===== src/rtl/gcb_pkg.sv =====
package gcb_pkg;

    localparam int ADDR_W  = 7;
    localparam int DATA_W  = 8;
    localparam int IDX_W   = 5;
    localparam int CFG_N   = 25;
    localparam int USR_N   = 4;
    localparam int ERR_N   = 4;

    localparam int MODE_REG = 2;
    localparam int SLV_REG  = 23;
    localparam int SLV_BIT  = 3;
    localparam int DRV_BIT  = 7;
    localparam logic [DATA_W-1:0] SLV_RST = 8'h08;

    localparam logic [ADDR_W-1:0] A_CFG_LAST  = 7'h18;
    localparam logic [ADDR_W-1:0] A_USR_LO    = 7'h1B;
    localparam logic [ADDR_W-1:0] A_USR_HI    = 7'h1E;
    localparam logic [ADDR_W-1:0] A_ROM       = 7'h1F;
    localparam logic [ADDR_W-1:0] A_HICFG_LO  = 7'h20;
    localparam logic [ADDR_W-1:0] A_HICFG_HI  = 7'h23;
    localparam logic [ADDR_W-1:0] A_CFG_ALIAS = 7'h38;
    localparam logic [ADDR_W-1:0] A_USRM_LO   = 7'h3B;
    localparam logic [ADDR_W-1:0] A_USRM_HI   = 7'h3E;
    localparam logic [ADDR_W-1:0] A_ERR_LO    = 7'h40;
    localparam logic [ADDR_W-1:0] A_ERR_HI    = 7'h43;

    typedef enum logic [2:0] {
        RG_NONE,
        RG_CFG,
        RG_HICFG,
        RG_USR,
        RG_ROM,
        RG_ERR
    } region_e;

    typedef struct packed {
        region_e           kind;
        logic [IDX_W-1:0]  idx;
        logic              wr_ok;
    } slot_t;

    function automatic slot_t decode_addr(input logic [ADDR_W-1:0] a);
        slot_t s;
        s.kind  = RG_NONE;
        s.idx   = '0;
        s.wr_ok = 1'b0;
        if (a <= A_CFG_LAST) begin
            s.kind  = RG_CFG;
            s.idx   = IDX_W'(a);
            s.wr_ok = 1'b1;
        end else if (a >= A_USR_LO && a <= A_USR_HI) begin
            s.kind  = RG_USR;
            s.idx   = IDX_W'(a - A_USR_LO);
            s.wr_ok = 1'b1;
        end else if (a == A_ROM) begin
            s.kind  = RG_ROM;
        end else if (a >= A_HICFG_LO && a <= A_HICFG_HI) begin
            s.kind  = RG_HICFG;
            s.idx   = IDX_W'(a - A_HICFG_LO);
        end else if (a == A_CFG_ALIAS) begin
            s.kind  = RG_CFG;
            s.idx   = IDX_W'(A_CFG_LAST);
        end else if (a >= A_USRM_LO && a <= A_USRM_HI) begin
            s.kind  = RG_USR;
            s.idx   = IDX_W'(a - A_USRM_LO);
        end else if (a >= A_ERR_LO && a <= A_ERR_HI) begin
            s.kind  = RG_ERR;
            s.idx   = IDX_W'(a - A_ERR_LO);
        end
        return s;
    endfunction

    // Data-dependent acceptance of a configuration write.
    function automatic logic write_allowed(input int reg_i, input logic [DATA_W-1:0] d);
        if (reg_i == SLV_REG) return d[SLV_BIT];
        return 1'b1;
    endfunction

    // Value stored by an accepted configuration write.
    function automatic logic [DATA_W-1:0] guarded_value(input int reg_i,
                                                        input logic [DATA_W-1:0] old,
                                                        input logic [DATA_W-1:0] d);
        if (reg_i == MODE_REG && d[DRV_BIT]) return {1'b1, old[DATA_W-2:0]};
        return d;
    endfunction

endpackage


===== src/rtl/gcb_decode.sv =====
module gcb_decode
    import gcb_pkg::*;
(
    input  logic [ADDR_W-1:0] addr,
    output slot_t             slot
);
    always_comb slot = decode_addr(addr);
endmodule


===== src/rtl/gcb_cfg_store.sv =====
module gcb_cfg_store
    import gcb_pkg::*;
(
    input  logic                    clk,
    input  logic                    rst,
    input  logic                    wr_cfg,
    input  logic                    wr_usr,
    input  logic [IDX_W-1:0]        wr_idx,
    input  logic [DATA_W-1:0]       wdata,
    output logic [CFG_N*DATA_W-1:0] cfg_flat,
    output logic [USR_N*DATA_W-1:0] usr_flat,
    output logic [DATA_W-2:0]       mode_q
);
    logic [DATA_W-1:0] cfg_q [CFG_N];
    logic [DATA_W-1:0] usr_q [USR_N];

    for (genvar i = 0; i < CFG_N; i++) begin : g_cfg
        localparam logic [DATA_W-1:0] RST_V = (i == SLV_REG) ? SLV_RST : '0;
        always_ff @(posedge clk) begin
            if (rst)
                cfg_q[i] <= RST_V;
            else if (wr_cfg && wr_idx == IDX_W'(i) && write_allowed(i, wdata))
                cfg_q[i] <= guarded_value(i, cfg_q[i], wdata);
        end
        assign cfg_flat[i*DATA_W +: DATA_W] = cfg_q[i];
    end

    for (genvar j = 0; j < USR_N; j++) begin : g_usr
        always_ff @(posedge clk) begin
            if (rst)
                usr_q[j] <= '0;
            else if (wr_usr && wr_idx == IDX_W'(j))
                usr_q[j] <= wdata;
        end
        assign usr_flat[j*DATA_W +: DATA_W] = usr_q[j];
    end

    always_ff @(posedge clk) begin
        if (rst)
            mode_q <= '0;
        else if (wr_cfg && wr_idx == IDX_W'(MODE_REG) && wdata[DRV_BIT])
            mode_q <= cfg_q[MODE_REG][DATA_W-2:0];
    end


    slv_guard_chk: assert property (@(posedge clk) disable iff (rst)
        (wr_cfg && wr_idx == IDX_W'(SLV_REG) && !wdata[SLV_BIT]) |=> $stable(cfg_q[SLV_REG]));


    mode_commit_chk: assert property (@(posedge clk) disable iff (rst)
        (wr_cfg && wr_idx == IDX_W'(MODE_REG) && wdata[DRV_BIT])
        |=> (mode_q == $past(cfg_q[MODE_REG][DATA_W-2:0])) && cfg_q[MODE_REG][DRV_BIT]
            && $stable(cfg_q[MODE_REG][DATA_W-2:0]));


    mode_plain_chk: assert property (@(posedge clk) disable iff (rst)
        (wr_cfg && wr_idx == IDX_W'(MODE_REG) && !wdata[DRV_BIT])
        |=> $stable(mode_q) && (cfg_q[MODE_REG] == $past(wdata)));
endmodule


===== src/rtl/gcb_err_capture.sv =====
module gcb_err_capture
    import gcb_pkg::*;
(
    input  logic                    clk,
    input  logic                    rst,
    input  logic                    capture,
    input  logic [ERR_N*DATA_W-1:0] word_in,
    output logic [ERR_N*DATA_W-1:0] err_q
);
    always_ff @(posedge clk) begin
        if (rst)          err_q <= '0;
        else if (capture) err_q <= word_in;
    end


    err_load_chk: assert property (@(posedge clk) disable iff (rst)
        capture |=> err_q == $past(word_in));


    err_hold_chk: assert property (@(posedge clk) disable iff (rst)
        !capture |=> $stable(err_q));
endmodule


===== src/rtl/guarded_cfg_bank.sv =====
module guarded_cfg_bank
    import gcb_pkg::*;
#(
    parameter logic [7:0]  CHIP_REL    = 8'h05,
    parameter logic [31:0] HI_CFG_INIT = 32'hA3B2C1D0
) (
    input  logic        clk,
    input  logic        rst,
    input  logic [6:0]  addr,
    input  logic [7:0]  wdata,
    input  logic        wr_en,
    input  logic        rd_en,
    input  logic [31:0] err_word,
    input  logic        err_capture,
    output logic [7:0]  rdata,
    output logic        drv_enable,
    output logic [6:0]  op_mode
);
    slot_t                    slot;
    logic                     wr_cfg, wr_usr;
    logic [CFG_N*DATA_W-1:0]  cfg_flat;
    logic [USR_N*DATA_W-1:0]  usr_flat;
    logic [ERR_N*DATA_W-1:0]  err_flat;
    logic [DATA_W-1:0]        rd_mux;

    gcb_decode u_dec (
        .addr (addr),
        .slot (slot)
    );

    assign wr_cfg = wr_en && slot.wr_ok && slot.kind == RG_CFG;
    assign wr_usr = wr_en && slot.wr_ok && slot.kind == RG_USR;

    gcb_cfg_store u_store (
        .clk      (clk),
        .rst      (rst),
        .wr_cfg   (wr_cfg),
        .wr_usr   (wr_usr),
        .wr_idx   (slot.idx),
        .wdata    (wdata),
        .cfg_flat (cfg_flat),
        .usr_flat (usr_flat),
        .mode_q   (op_mode)
    );

    gcb_err_capture u_err (
        .clk     (clk),
        .rst     (rst),
        .capture (err_capture),
        .word_in (err_word),
        .err_q   (err_flat)
    );

    always_comb begin
        unique case (slot.kind)
            RG_CFG:   rd_mux = cfg_flat[slot.idx*DATA_W +: DATA_W];
            RG_USR:   rd_mux = usr_flat[slot.idx[1:0]*DATA_W +: DATA_W];
            RG_HICFG: rd_mux = HI_CFG_INIT[slot.idx[1:0]*DATA_W +: DATA_W];
            RG_ERR:   rd_mux = err_flat[slot.idx[1:0]*DATA_W +: DATA_W];
            RG_ROM:   rd_mux = CHIP_REL;
            default:  rd_mux = '0;
        endcase
    end

    always_ff @(posedge clk) begin
        if (rst)        rdata <= '0;
        else if (rd_en) rdata <= rd_mux;
    end

    assign drv_enable = cfg_flat[MODE_REG*DATA_W + DRV_BIT] & cfg_flat[SLV_REG*DATA_W + SLV_BIT];


    rdata_hold_chk: assert property (@(posedge clk) disable iff (rst)
        !rd_en |=> $stable(rdata));


    rom_read_chk: assert property (@(posedge clk) disable iff (rst)
        (rd_en && addr == A_ROM) |=> rdata == CHIP_REL);


    hole_read_chk: assert property (@(posedge clk) disable iff (rst)
        (rd_en && slot.kind == RG_NONE) |=> rdata == 8'h00);


    slave_bit_kept_chk: assert property (@(posedge clk) disable iff (rst)
        $past(drv_enable) == 1'b0 || cfg_flat[MODE_REG*DATA_W + DRV_BIT] == drv_enable);
endmodule


===== config.mk =====
export PLATFORM = sky130hd
export DESIGN_NAME = guarded_cfg_bank
export DESIGN_NICKNAME = d
export VERILOG_FILES = /design/src/rtl/gcb_pkg.sv /design/src/rtl/gcb_decode.sv /design/src/rtl/gcb_cfg_store.sv /design/src/rtl/gcb_err_capture.sv /design/src/rtl/guarded_cfg_bank.sv
export SDC_FILE = /design/constraint.sdc
export NUM_CORES = 1
export LEC_CHECK = 0
export BUFFER_PORTS_ARGS = -buffer_cell sky130_fd_sc_hd__buf_2
export CORE_ASPECT_RATIO = 1.2
export CORE_MARGIN = 2
export CORE_UTILIZATION = 57
export DETAILED_ROUTE_END_ITERATION = 8
export PLACE_DENSITY = 0.77
export SYNTH_ARGS = -nofsm -noshare
export SYNTH_HDL_FRONTEND = slang
export SYNTH_SLANG_ARGS = --single-unit
export TNS_END_PERCENT = 5

===== constraint.sdc =====
create_clock -name clk -period 7.3 [get_ports clk]
set_clock_uncertainty 0.15 [all_clocks]
set_input_delay 1.095 -clock clk [delete_from_list [all_inputs] [get_ports clk]]
set_output_delay 1.095 -clock clk [all_outputs]
set_load 0.02 [all_outputs]

==> flow_summary.toml, run 1 <==
[critical_path]
cp_max_fo = 60
rr_startpoint = "u_store.cfg_q[4][6]$_SDFFCE_PN0P_"
cp-start-kind = "input pin"
reg2reg_slack_ns = 5.29
reg2reg_to = "rdata[6]$_SDFFE_PP0P_"
critical_path_class = "input pin to flop"
required_ns = 7.33
cp-end-kind = "flop"
arrival_ns = 5.59
reg2reg_depth = 6

[worst_hold_path]
min_from = "u_store.mode_q[3]$_SDFFE_PP0P_"
hold_path_end = "u_store.mode_q[3]$_SDFFE_PP0P_"
hp-class = "flop to flop"
hold-path-cell-count = 2

[sta]
fmax_mhz = 179.9
fin_crit_ns = 5.558
max-slew-margin-rel = 0.2738
rsz0062_at_grt = "no"
drv_slew = 0
fin_crit_sh = 0.7613
setup_viol = 0
worst_pin_slew_ns = 1.089
hold_viol = 0
setup-tns-final_ns = 0

[die]
rows = 62
dieArea_sq_um = 25320
pin_count = 68
die_y_um = 173.9
core_area_sq_um = 23820
start_util = 0.5757
chipWidth_um = 145.6

[routing]
wire_per_inst_um = 23.17
dr_total_vias = 10085
vias_per_cell = 6.276
wl_um = 37230
drcViolationCount = 0
drt_iter0_markers = 1148
drt_pass1_iterations = 6
ant_nets = 0

[layout]
area_growth_pct = 9.527
final_cell_mix = "232 x edfxtp_1, 227 x and2_1, 158 x nand2_1, 66 x nor2_1, 66 x buf_2"
drive_above_1_share = 0.1244
final_common_cell = "edfxtp_1"
nets = 1319
fillCellCount = 1905
final_area_sq_um = 15020

[logic_synthesis]
yosysWarnings = 0
synthCells = 1254
ys_seq_elements = 279
syn_avg_cell_area_sq_um = 10.93
ys_seq_area_frac = 0.5767
yosysTopAreaCell = "edfxtp_1"
synth_nets = 1308
synth_edf_count = 232
syn_area_sq_um = 13710
synth_area_leaders = "edfxtp_1 51%, and2_1 10%, dfxtp_1 6.9%, nand2_1 4.3%, mux2i_1 3.1%"
ys.flop_type = "edfxtp_1"
synth_cell_types = 71
synth-async-reset-ratio = 0
synth_top_area_share = 0.5081

[clocking]
clkLatencyLatePin_ns = 0.56
clockBufferDepth = 3
cts_resized = 0
postCtsSetupBuffers = 0
cts_tree = "built"
numCtsBuffers = 29
clk_pin_slew_worst_paths_ns = 0.06
cts_htree_levels = 1
cts_root_buf = "clkbuf_16"
postCtsHoldBufs = 0
clock_sinks = 279

[pwr]
leakage_uw = 0.005415
peakVddDrop_mv = 0.1857
power_density_nw_per_um2 = 243.4

[placed_design]
post-dp-hpwl_um = 24440
port-buffer-count = 67
place_congestion = 0.8699
placed_cell_area_sq_um = 14070

[run_status]
status = "complete, no violations"

[global_route]
antenna_found_initial = 1
grt_max_degree = 75
grt_pass1_vias = 9859
grtUsageTotal = 0.2908
overflow = 0
grt_pass1_wl_um = 56360

[flow_run]
drv_cap = 0
-- per-layer routing --
metal	global-route usage	vias to the layer above	share of wire
met5	0	-	0
met3	0.04068	129	0.089
met1	0.3684	4841	0.37
met2	0.4921	564	0.48
li1	-	4551	-
met4	0.1462	0	0.055
-- cell type report --
type                    instances  area, sq um  area share
clock buffers                  41        790.8     0.05266
inverters                       5        18.77    0.001250
multi-input cells             872         5326      0.3547
clock inverters                11        150.1    0.009998
repair buffers                 78        420.4     0.02800
diodes                          1        2.502   0.0001666
well taps                     320        400.4     0.02666
flip-flops and latches        279         7908      0.5266
-- registers in the layout, summed over array words and instances, names as in the netlist --
signal / count
u_store.mode_q: 7
u_err.err_q: 32
u_store.usr_q: 32
u_store.cfg_q: 200
rdata: 8
-- critical path, cell delays in order --
cell	delay [ns]
buf_2	0.13
inv_1	0.10
ha_1	0.19
nor2b_1	0.35
o21ai_1	0.23
nand4_1	0.69
nand2_4	0.59
nor2_1	0.84
nand2_1	0.53
o21bai_1	0.77
-- cell usage after synthesis, types with 3 or more instances --
cell       instances
edfxtp_1         232
and2_1           228
nand2_1          158
nor2_1            66
clkbuf_1          56
dfxtp_1           47
mux2i_1           43
nand3_1           43
a21oi_1           31
o21bai_1          31
and3_1            28
o21ai_0           24
a31oi_1           23
a211oi_1          21
nor3_2            21
buf_2             20
nor3_1            20
a221oi_1          18
buf_4             16
nand4_1           10
o221ai_1           8
o22ai_1            8
inv_1              5
o21a_1             5
a22oi_1            4
a311oi_1           4
a32oi_1            4
buf_1              4
nor2b_1            4
nor4_1             4
o21ai_1            4
a2111oi_0          3
a21o_1             3
a32o_1             3
nand2_2            3
nand2b_1           3
nor2_2             3
or3_1              3
-- where the power goes --
group	internal, uW	total, uW	switching [uW]
combinational	94.1	330	236
clock	888	1490	599
sequential	1800	1840	36.3
total	2780	3650	871
-- cells by family (layout without fill, tap and decap cells) --
family | Yosys count | count (layout) | synth area share
AO/OA/AOI/OAI | 218 | 218 | 0.1138
AND/OR/NAND/NOR | 606 | 606 | 0.2390
other | 1 | 2 | 0.0002735
XOR/XNOR | 1 | 1 | 0.0006389
multiplexers | 44 | 44 | 0.03221
flip-flops | 279 | 279 | 0.5767
adder cells (fa/ha/maj) | 2 | 2 | 0.001825
buffers and inverters | 103 | 135 | 0.03550
-- through the flow --
stage	util	total power [uW]	hold slack, ns	worst slack, ns	cells
CTS	0.6305	3644	0.3040	2.017	1606
global route	0.6305	3742	0.3357	1.607	1606
finish	0.6306	3654	0.3021	1.742	1607
detailed placement	0.5909	2191	0.2961	1.503	1554
floorplan	-	2075	0.3096	3.436	1254
global placement	0.5909	2185	0.2919	1.672	1554
-- worst max-delay path by stage --
| stage | depth (start not counted) | endpoint | startpoint |
|---|---|---|---|
| finish | 10 | u_store.cfg_q[0][0]$_SDFFCE_PN0P_ | addr[1] |
| detailed placement | 10 | u_store.cfg_q[0][6]$_SDFFCE_PN0P_ | addr[0] |
| CTS | 9 | u_store.cfg_q[0][4]$_SDFFCE_PN0P_ | addr[0] |
| global route | 10 | u_store.cfg_q[0][7]$_SDFFCE_PN0P_ | addr[1] |
| floorplan | 13 | u_store.cfg_q[1][0]$_SDFFCE_PN0P_ | addr[0] |
| global placement | 10 | u_store.cfg_q[1][0]$_SDFFCE_PN0P_ | addr[0] |
Note: power is estimated with default switching activity, not from simulation.
==> inputs of run 2 (changes only) <==
ABC_AREA = 1   (was default)
clock period = 5.4 ns   (was 7.3 ns; I/O delays follow)
==> run 2 against run 1 <==
Compared with the run above:
- cell area rose by 4.1%
- wire length fell by 1.9%
- worst setup slack got worse by 0.36 ns
- clock power rose by 31%
- area after synthesis rose by 2.9%
- sequential cell count did not move
- largest power group unchanged
- highest routed layer unchanged
==> flow_summary.toml, run 2 <==
[global_route]
grt_pass1_vias = 10853
antenna_found_initial = 0
overflow = 0
grt_pass1_wl_um = 58050
grtUsageTotal = 0.2868
grt_max_degree = 70

[routing]
wire_per_inst_um = 18.05
drcViolationCount = 0
vias_per_cell = 5.580
dr_total_vias = 11293
drt_iter0_markers = 1232
ant_nets = 0
drt_pass1_iterations = 7
wl_um = 36540

[critical_path]
required_ns = 5.47
rr_startpoint = "u_store.cfg_q[1][9]$_SDFFCE_PN0P_"
worst_path_most_repeated_cell = "nand2_1"
slowest_delay_ns = 0.76
cp_slowest_cell = "nor2_2"
critical_path_class = "input pin to flop"
reg2reg_slack_ns = 3.82
reg2reg_to = "rdata[1]$_SDFFE_PP0P_"
cp_max_fo = 15
path_delay_family = "simple AND/OR/NAND/NOR gates"
critPathBufInv = 4
arrival_ns = 4.08
crit_chain = "buf_2 > ha_1 > inv_2 > nor2_2 > nand2_1 > o21ai_2 > nand2_2 > inv_2 > nand2_1 > nand3_1 > nand2_1 > nor2_2 > inv_1 > nor2_4 > nand3_1 > nand2_1"
cp-start-kind = "input pin"
reg2reg_depth = 11
cp-end-kind = "flop"

[layout]
reg_top3 = "u_store.cfg_q x200, u_err.err_q x32, u_store.usr_q x32"
regArea_sq_um = 7908
largest_reg_flops = 200
finalNonFillerCells = 2024
diodes = 0
area_growth_pct = 10.81
fillCellCount = 2034
final_common_cell = "nand2_1"
drive_above_1_share = 0.1295
nets = 1733
final_util = 0.6375
multi_input_area_sq_um = 5111
top_register = "u_store.cfg_q"
final_cell_mix = "437 x nand2_1, 295 x nor2_1, 232 x edfxtp_1, 158 x inv_1, 89 x o21ai_0"

[logic_synthesis]
synth_nets = 1699
synth-async-reset-ratio = 0
synth_compound_area_frac = 0.07514
syn_avg_cell_area_sq_um = 8.574
synth_area_leaders = "edfxtp_1 49%, nand2_1 12%, nor2_1 7.9%, dfxtp_1 6.7%, inv_1 4.3%"
ys_seq_elements = 279
synth_xor_area_frac = 0.001242
synth_top_area_share = 0.4940
synth_edf_count = 232
ys_seq_area_frac = 0.5607
synth_common_cells = "437 x nand2_1, 295 x nor2_1, 232 x edfxtp_1, 160 x inv_1, 89 x o21ai_0"
synth_most_common_cell = "nand2_1"
synth_cell_types = 42
syn_area_sq_um = 14100
synthCells = 1645
ys.flop_type = "edfxtp_1"
muxShareOfSynthArea = 0
synth_top_family_by_area = "simple AND/OR/NAND/NOR gates"
yosysTopAreaCell = "edfxtp_1"
synth_fa_ha_area_frac = 0.001774
yosysWarnings = 0
yosys.area_share.simple = 0.2832

[sta]
rsz0062_at_grt = "no"
worst_pin_slew_ns = 0.9850
worst_slack_ns = 1.385
fin_crit_ns = 4.015
setup-tns-final_ns = 0
setup_viol = 0
max-slew-margin-rel = 0.3433
drv_slew = 0
holdWs_ns = 0.2977
fin_crit_sh = 0.7435
hold_viol = 0
fmax_mhz = 249.1

[clocking]
clkLatencyLatePin_ns = 0.55
cts_resized = 0
cts_tree = "built"
cts_htree_levels = 1
numCtsBuffers = 26
clk_pin_slew_worst_paths_ns = 0.06
cts_root_buf = "clkbuf_16"
postCtsSetupBuffers = 0
clock_sinks = 279
clockBufferDepth = 3
postCtsHoldBufs = 0

[pwr]
peakVddDrop_mv = 0.2861
leakage_uw = 0.006808
power_density_nw_per_um2 = 323.0

[placed_design]
dp_slack_ns = 0.8607
post-dp-hpwl_um = 24470
port-buffer-count = 67
place_congestion = 1.023
place_inst = 1976

[worst_hold_path]
hold-path-cell-count = 2
min_from = "u_store.mode_q[1]$_SDFFE_PP0P_"
hp-class = "flop to flop"
hold_path_end = "u_store.mode_q[1]$_SDFFE_PP0P_"

[die]
core_area_sq_um = 24510
rows = 63
start_util = 0.5753
chipWidth_um = 147.6
pin_count = 68
dieArea_sq_um = 26020
die_y_um = 176.3

[run_status]
status = "complete, no violations"

[flow_run]
drv_cap = 0
==> run 2: cell count changes after synthesis, sizes merged, moves of 31 or more <==
| cell | change |
|---|---|
| nand3b | +47 |
| inv | +177 |
| o21ai | +74 |
| nand3 | +31 |
| mux2i | -43 |
| nor2 | +238 |
| and2 | -228 |
| nor3 | -37 |
| nand2 | +283 |
==> run 2: worst register-to-register path, stage by stage, from the launching register on <==
cell and delay [ns]:
edfxtp_1 0.37, nand3b_1 0.17, nand2_1 0.10, nand2_1 0.06
nand2_1 0.11, nand2_1 0.06, nand2_1 0.09, inv_1 0.05
nand2_1 0.11, nand2_1 0.08, nand2_1 0.06, a21oi_1 0.05
==> run 2: how the worst max path moves through the flow <==
stage | from | endpoint | slack (ns) | cells past startpoint
floorplan | addr[0] | u_store.cfg_q[2][24]$_SDFFCE_PN0P_ | 1.77 | 17
global placement | addr[0] | u_store.cfg_q[5][25]$_SDFFCE_PN0P_ | 0.89 | 16
global route | addr[0] | u_store.cfg_q[5][19]$_SDFFCE_PN0P_ | 1.07 | 16
detailed placement | addr[0] | u_store.cfg_q[5][24]$_SDFFCE_PN0P_ | 0.86 | 16
CTS | addr[0] | u_store.cfg_q[5][24]$_SDFFCE_PN0P_ | 1.42 | 16
finish | addr[0] | u_store.cfg_q[5][24]$_SDFFCE_PN0P_ | 1.39 | 16
==> run 2: per-stage QoR <==
| stage | area (sq um) | total power, uW |
|---|---|---|
| final | 15630 | 5048 |
| after global routing | 15630 | 5215 |
| after CTS | 15630 | 5049 |
| after detailed placement | 14680 | 3129 |
| after global placement | 14680 | 3118 |
| after floorplan | 14100 | 2924 |
==> run 2: cell type report <==
class | instances | share of cell area
clock buffers | 39 | 0.05476
clock inverters | 9 | 0.005765
inverters | 183 | 0.04404
multi-input cells | 1091 | 0.3271
flip-flops and latches | 279 | 0.5060
well taps | 325 | 0.02602
repair buffers | 98 | 0.03635
==> run 2: report_power, final <==
group          leakage [uW]  total (uW)  internal [uW]  switching [uW]
combinational       0.00375         619            166             452
sequential          0.00259        2480           2440            40.2
clock              0.000465        1950           1150             802
total               0.00681        5050           3750            1290
==> run 2: metal layers <==
metal	track usage	vias to the layer above	routed length, um
met4	0.1434	0	1953
met1	0.3616	5237	13500
met5	0	-	0
li1	-	5382	-
met2	0.4938	543	18350
met3	0.03075	131	2731
==> run 2: kinds of logic (layout without fill, tap and decap cells) <==
logic type	Yosys count	count (layout)
compound gates	192	192
xor+xnor	2	2
fa+ha+maj	2	2
buf+inv	275	329
flops	279	279
other cells	1	1
simple gates	894	894
==> inputs of run 3 (changes only) <==
ABC_AREA = 0   (was 1)
clock period = 4 ns   (was 5.4 ns; I/O delays follow)
==> run 3 against run 2 <==
Compared with the run above:
- critical endpoint is now u_store.cfg_q[0][12]$_SDFFCE_PN0P_
- die area down 2.7%
- wire length is 4.7% higher
- sequential cell count unchanged
- clock power increased by 32%
- global-route usage increased by 1.6 points
- cell area fell by 0.94%
- sequential share of layout area up 0.48 points
- via count down 8.2%
- worst setup slack got worse by 0.76 ns
==> flow_summary.toml, run 3 (synthesis gave the netlist of run 1 again) <==
[pwr]
peakVddDrop_mv = 0.3354
power_density_nw_per_um2 = 425.3
leakage_uw = 0.005713

[sta]
hold_viol = 0
max-slew-margin-rel = 0.3600
setup_viol = 0
fmax_mhz = 296.2
fin_crit_ns = 3.376
drv_slew = 0
rsz0062_at_grt = "no"
setup-tns-final_ns = 0
fin_crit_sh = 0.8439
worst_pin_slew_ns = 0.9526

[critical_path]
rr_startpoint = "u_store.cfg_q[2][6]$_SDFFCE_PN0P_"
reg2reg_slack_ns = 2.05
cp_slowest_cell = "nor3_1"
reg2reg_to = "rdata[6]$_SDFFE_PP0P_"
arrival_ns = 3.63
cp_max_fo = 25
path_delay_family = "simple AND/OR/NAND/NOR gates"
required_ns = 4.25
slowest_delay_ns = 0.61
crit_chain = "buf_2 > inv_1 > ha_1 > nor2b_1 > a211oi_2 > nand4_1 > and2_2 > buf_4 > nand3_4 > nor3_1 > and2_1"
critical_path_class = "input pin to flop"
cp-start-kind = "input pin"
reg2reg_depth = 6
critPathBufInv = 3
cp-end-kind = "flop"

[routing]
wire_per_inst_um = 22.91
ant_nets = 0
dr_total_vias = 10366
drt_pass1_iterations = 6
drt_iter0_markers = 1236
wl_um = 38260
vias_per_cell = 6.207
drcViolationCount = 0

[die]
chipWidth_um = 145.6
dieArea_sq_um = 25320
pin_count = 68
core_area_sq_um = 23820
die_y_um = 173.9
start_util = 0.5757
rows = 62

[clocking]
cts_htree_levels = 1
clkLatencyLatePin_ns = 0.55
clock_sinks = 279
postCtsSetupBuffers = 0
cts_root_buf = "clkbuf_16"
clockBufferDepth = 3
clk_pin_slew_worst_paths_ns = 0.06
cts_tree = "built"
cts_resized = 0
postCtsHoldBufs = 0
numCtsBuffers = 28

[layout]
top_register = "u_store.cfg_q"
final_util = 0.6500
nets = 1382
final_cell_mix = "232 x edfxtp_1, 227 x and2_1, 158 x nand2_1, 74 x buf_4"
final_common_cell = "edfxtp_1"
reg_top3 = "u_store.cfg_q x200, u_err.err_q x32, u_store.usr_q x32"
largest_reg_flops = 200
drive_above_1_share = 0.1698
fillCellCount = 1858
area_growth_pct = 12.91

[global_route]
grt_pass1_wl_um = 59010
overflow = 0
antenna_found_initial = 1
grt_max_degree = 46
grt_pass1_vias = 10443
grtUsageTotal = 0.3026

[placed_design]
port-buffer-count = 67
place_congestion = 1.014
post-dp-hpwl_um = 25890

[worst_hold_path]
hold_path_end = "u_err.err_q[1]$_SDFFE_PP0P_"
hp-class = "input pin to flop"
min_from = "err_word[1]"
hold-path-cell-count = 3

[run_status]
status = "complete, no violations"

[flow_run]
drv_cap = 0
[run 3: worst max path at each step]
stage	start	to	depth (start not counted)
6_report	addr[1]	u_store.cfg_q[0][12]$_SDFFCE_PN0P_	11
5_1_grt	addr[1]	u_store.cfg_q[0][9]$_SDFFCE_PN0P_	11
4_1_cts	addr[0]	rdata[6]$_SDFFE_PP0P_	12
3_5_place_dp	addr[0]	rdata[6]$_SDFFE_PP0P_	12
3_3_place_gp	addr[0]	u_store.cfg_q[4][5]$_SDFFCE_PN0P_	10
2_1_floorplan	addr[0]	u_store.cfg_q[1][0]$_SDFFCE_PN0P_	13
[run 3: routing by layer]
metal | global-route usage | vias up | wire length (um) | share of wire
li1 | - | 4682 | - | -
met1 | 0.3707 | 4928 | 14120 | 0.37
met2 | 0.5136 | 602 | 18690 | 0.49
met3 | 0.05328 | 154 | 3331 | 0.087
met4 | 0.1605 | 0 | 2123 | 0.055
met5 | 0 | - | 0 | 0
[run 3: final cells by class]
cell class / instances / area [sq um] / share of cell area
timing repair buffer: 142 / 925.9 / 0.05981
sequential: 279 / 7908 / 0.5108
clock inverter: 9 / 72.57 / 0.004688
multi-input combinational: 872 / 5326 / 0.3441
clock buffer: 42 / 827.0 / 0.05342
tap: 320 / 400.4 / 0.02586
antenna: 1 / 2.502 / 0.0001616
inverter: 5 / 18.77 / 0.001212
[run 3: power breakdown]
group / internal, uW / switching, uW
logic: 213 / 445
registers: 3280 / 70.4
clock network: 1480 / 1090
total: 4980 / 1600
[run 3: per-stage QoR]
stage                     area, sq um  worst slack, ns  hold WS, ns  power, uW  std cells
after floorplan                 13710           0.6313       0.3096       3787       1254
after global placement          14580           0.3106       0.2941       4043       1618
after detailed placement        14580           0.1820       0.2946       4056       1618
after CTS                       15480           0.7244       0.1297       6577       1669
after global routing            15480           0.3820       0.1474       6757       1669
final                           15480           0.6242       0.1344       6584       1670
[run 3: worst register-to-register path: cells and delay by family, from the launching register on]
family          cells  cell delay (ns)
compound gates      5             1.19
flops               1             0.37
simple gates        1             0.17
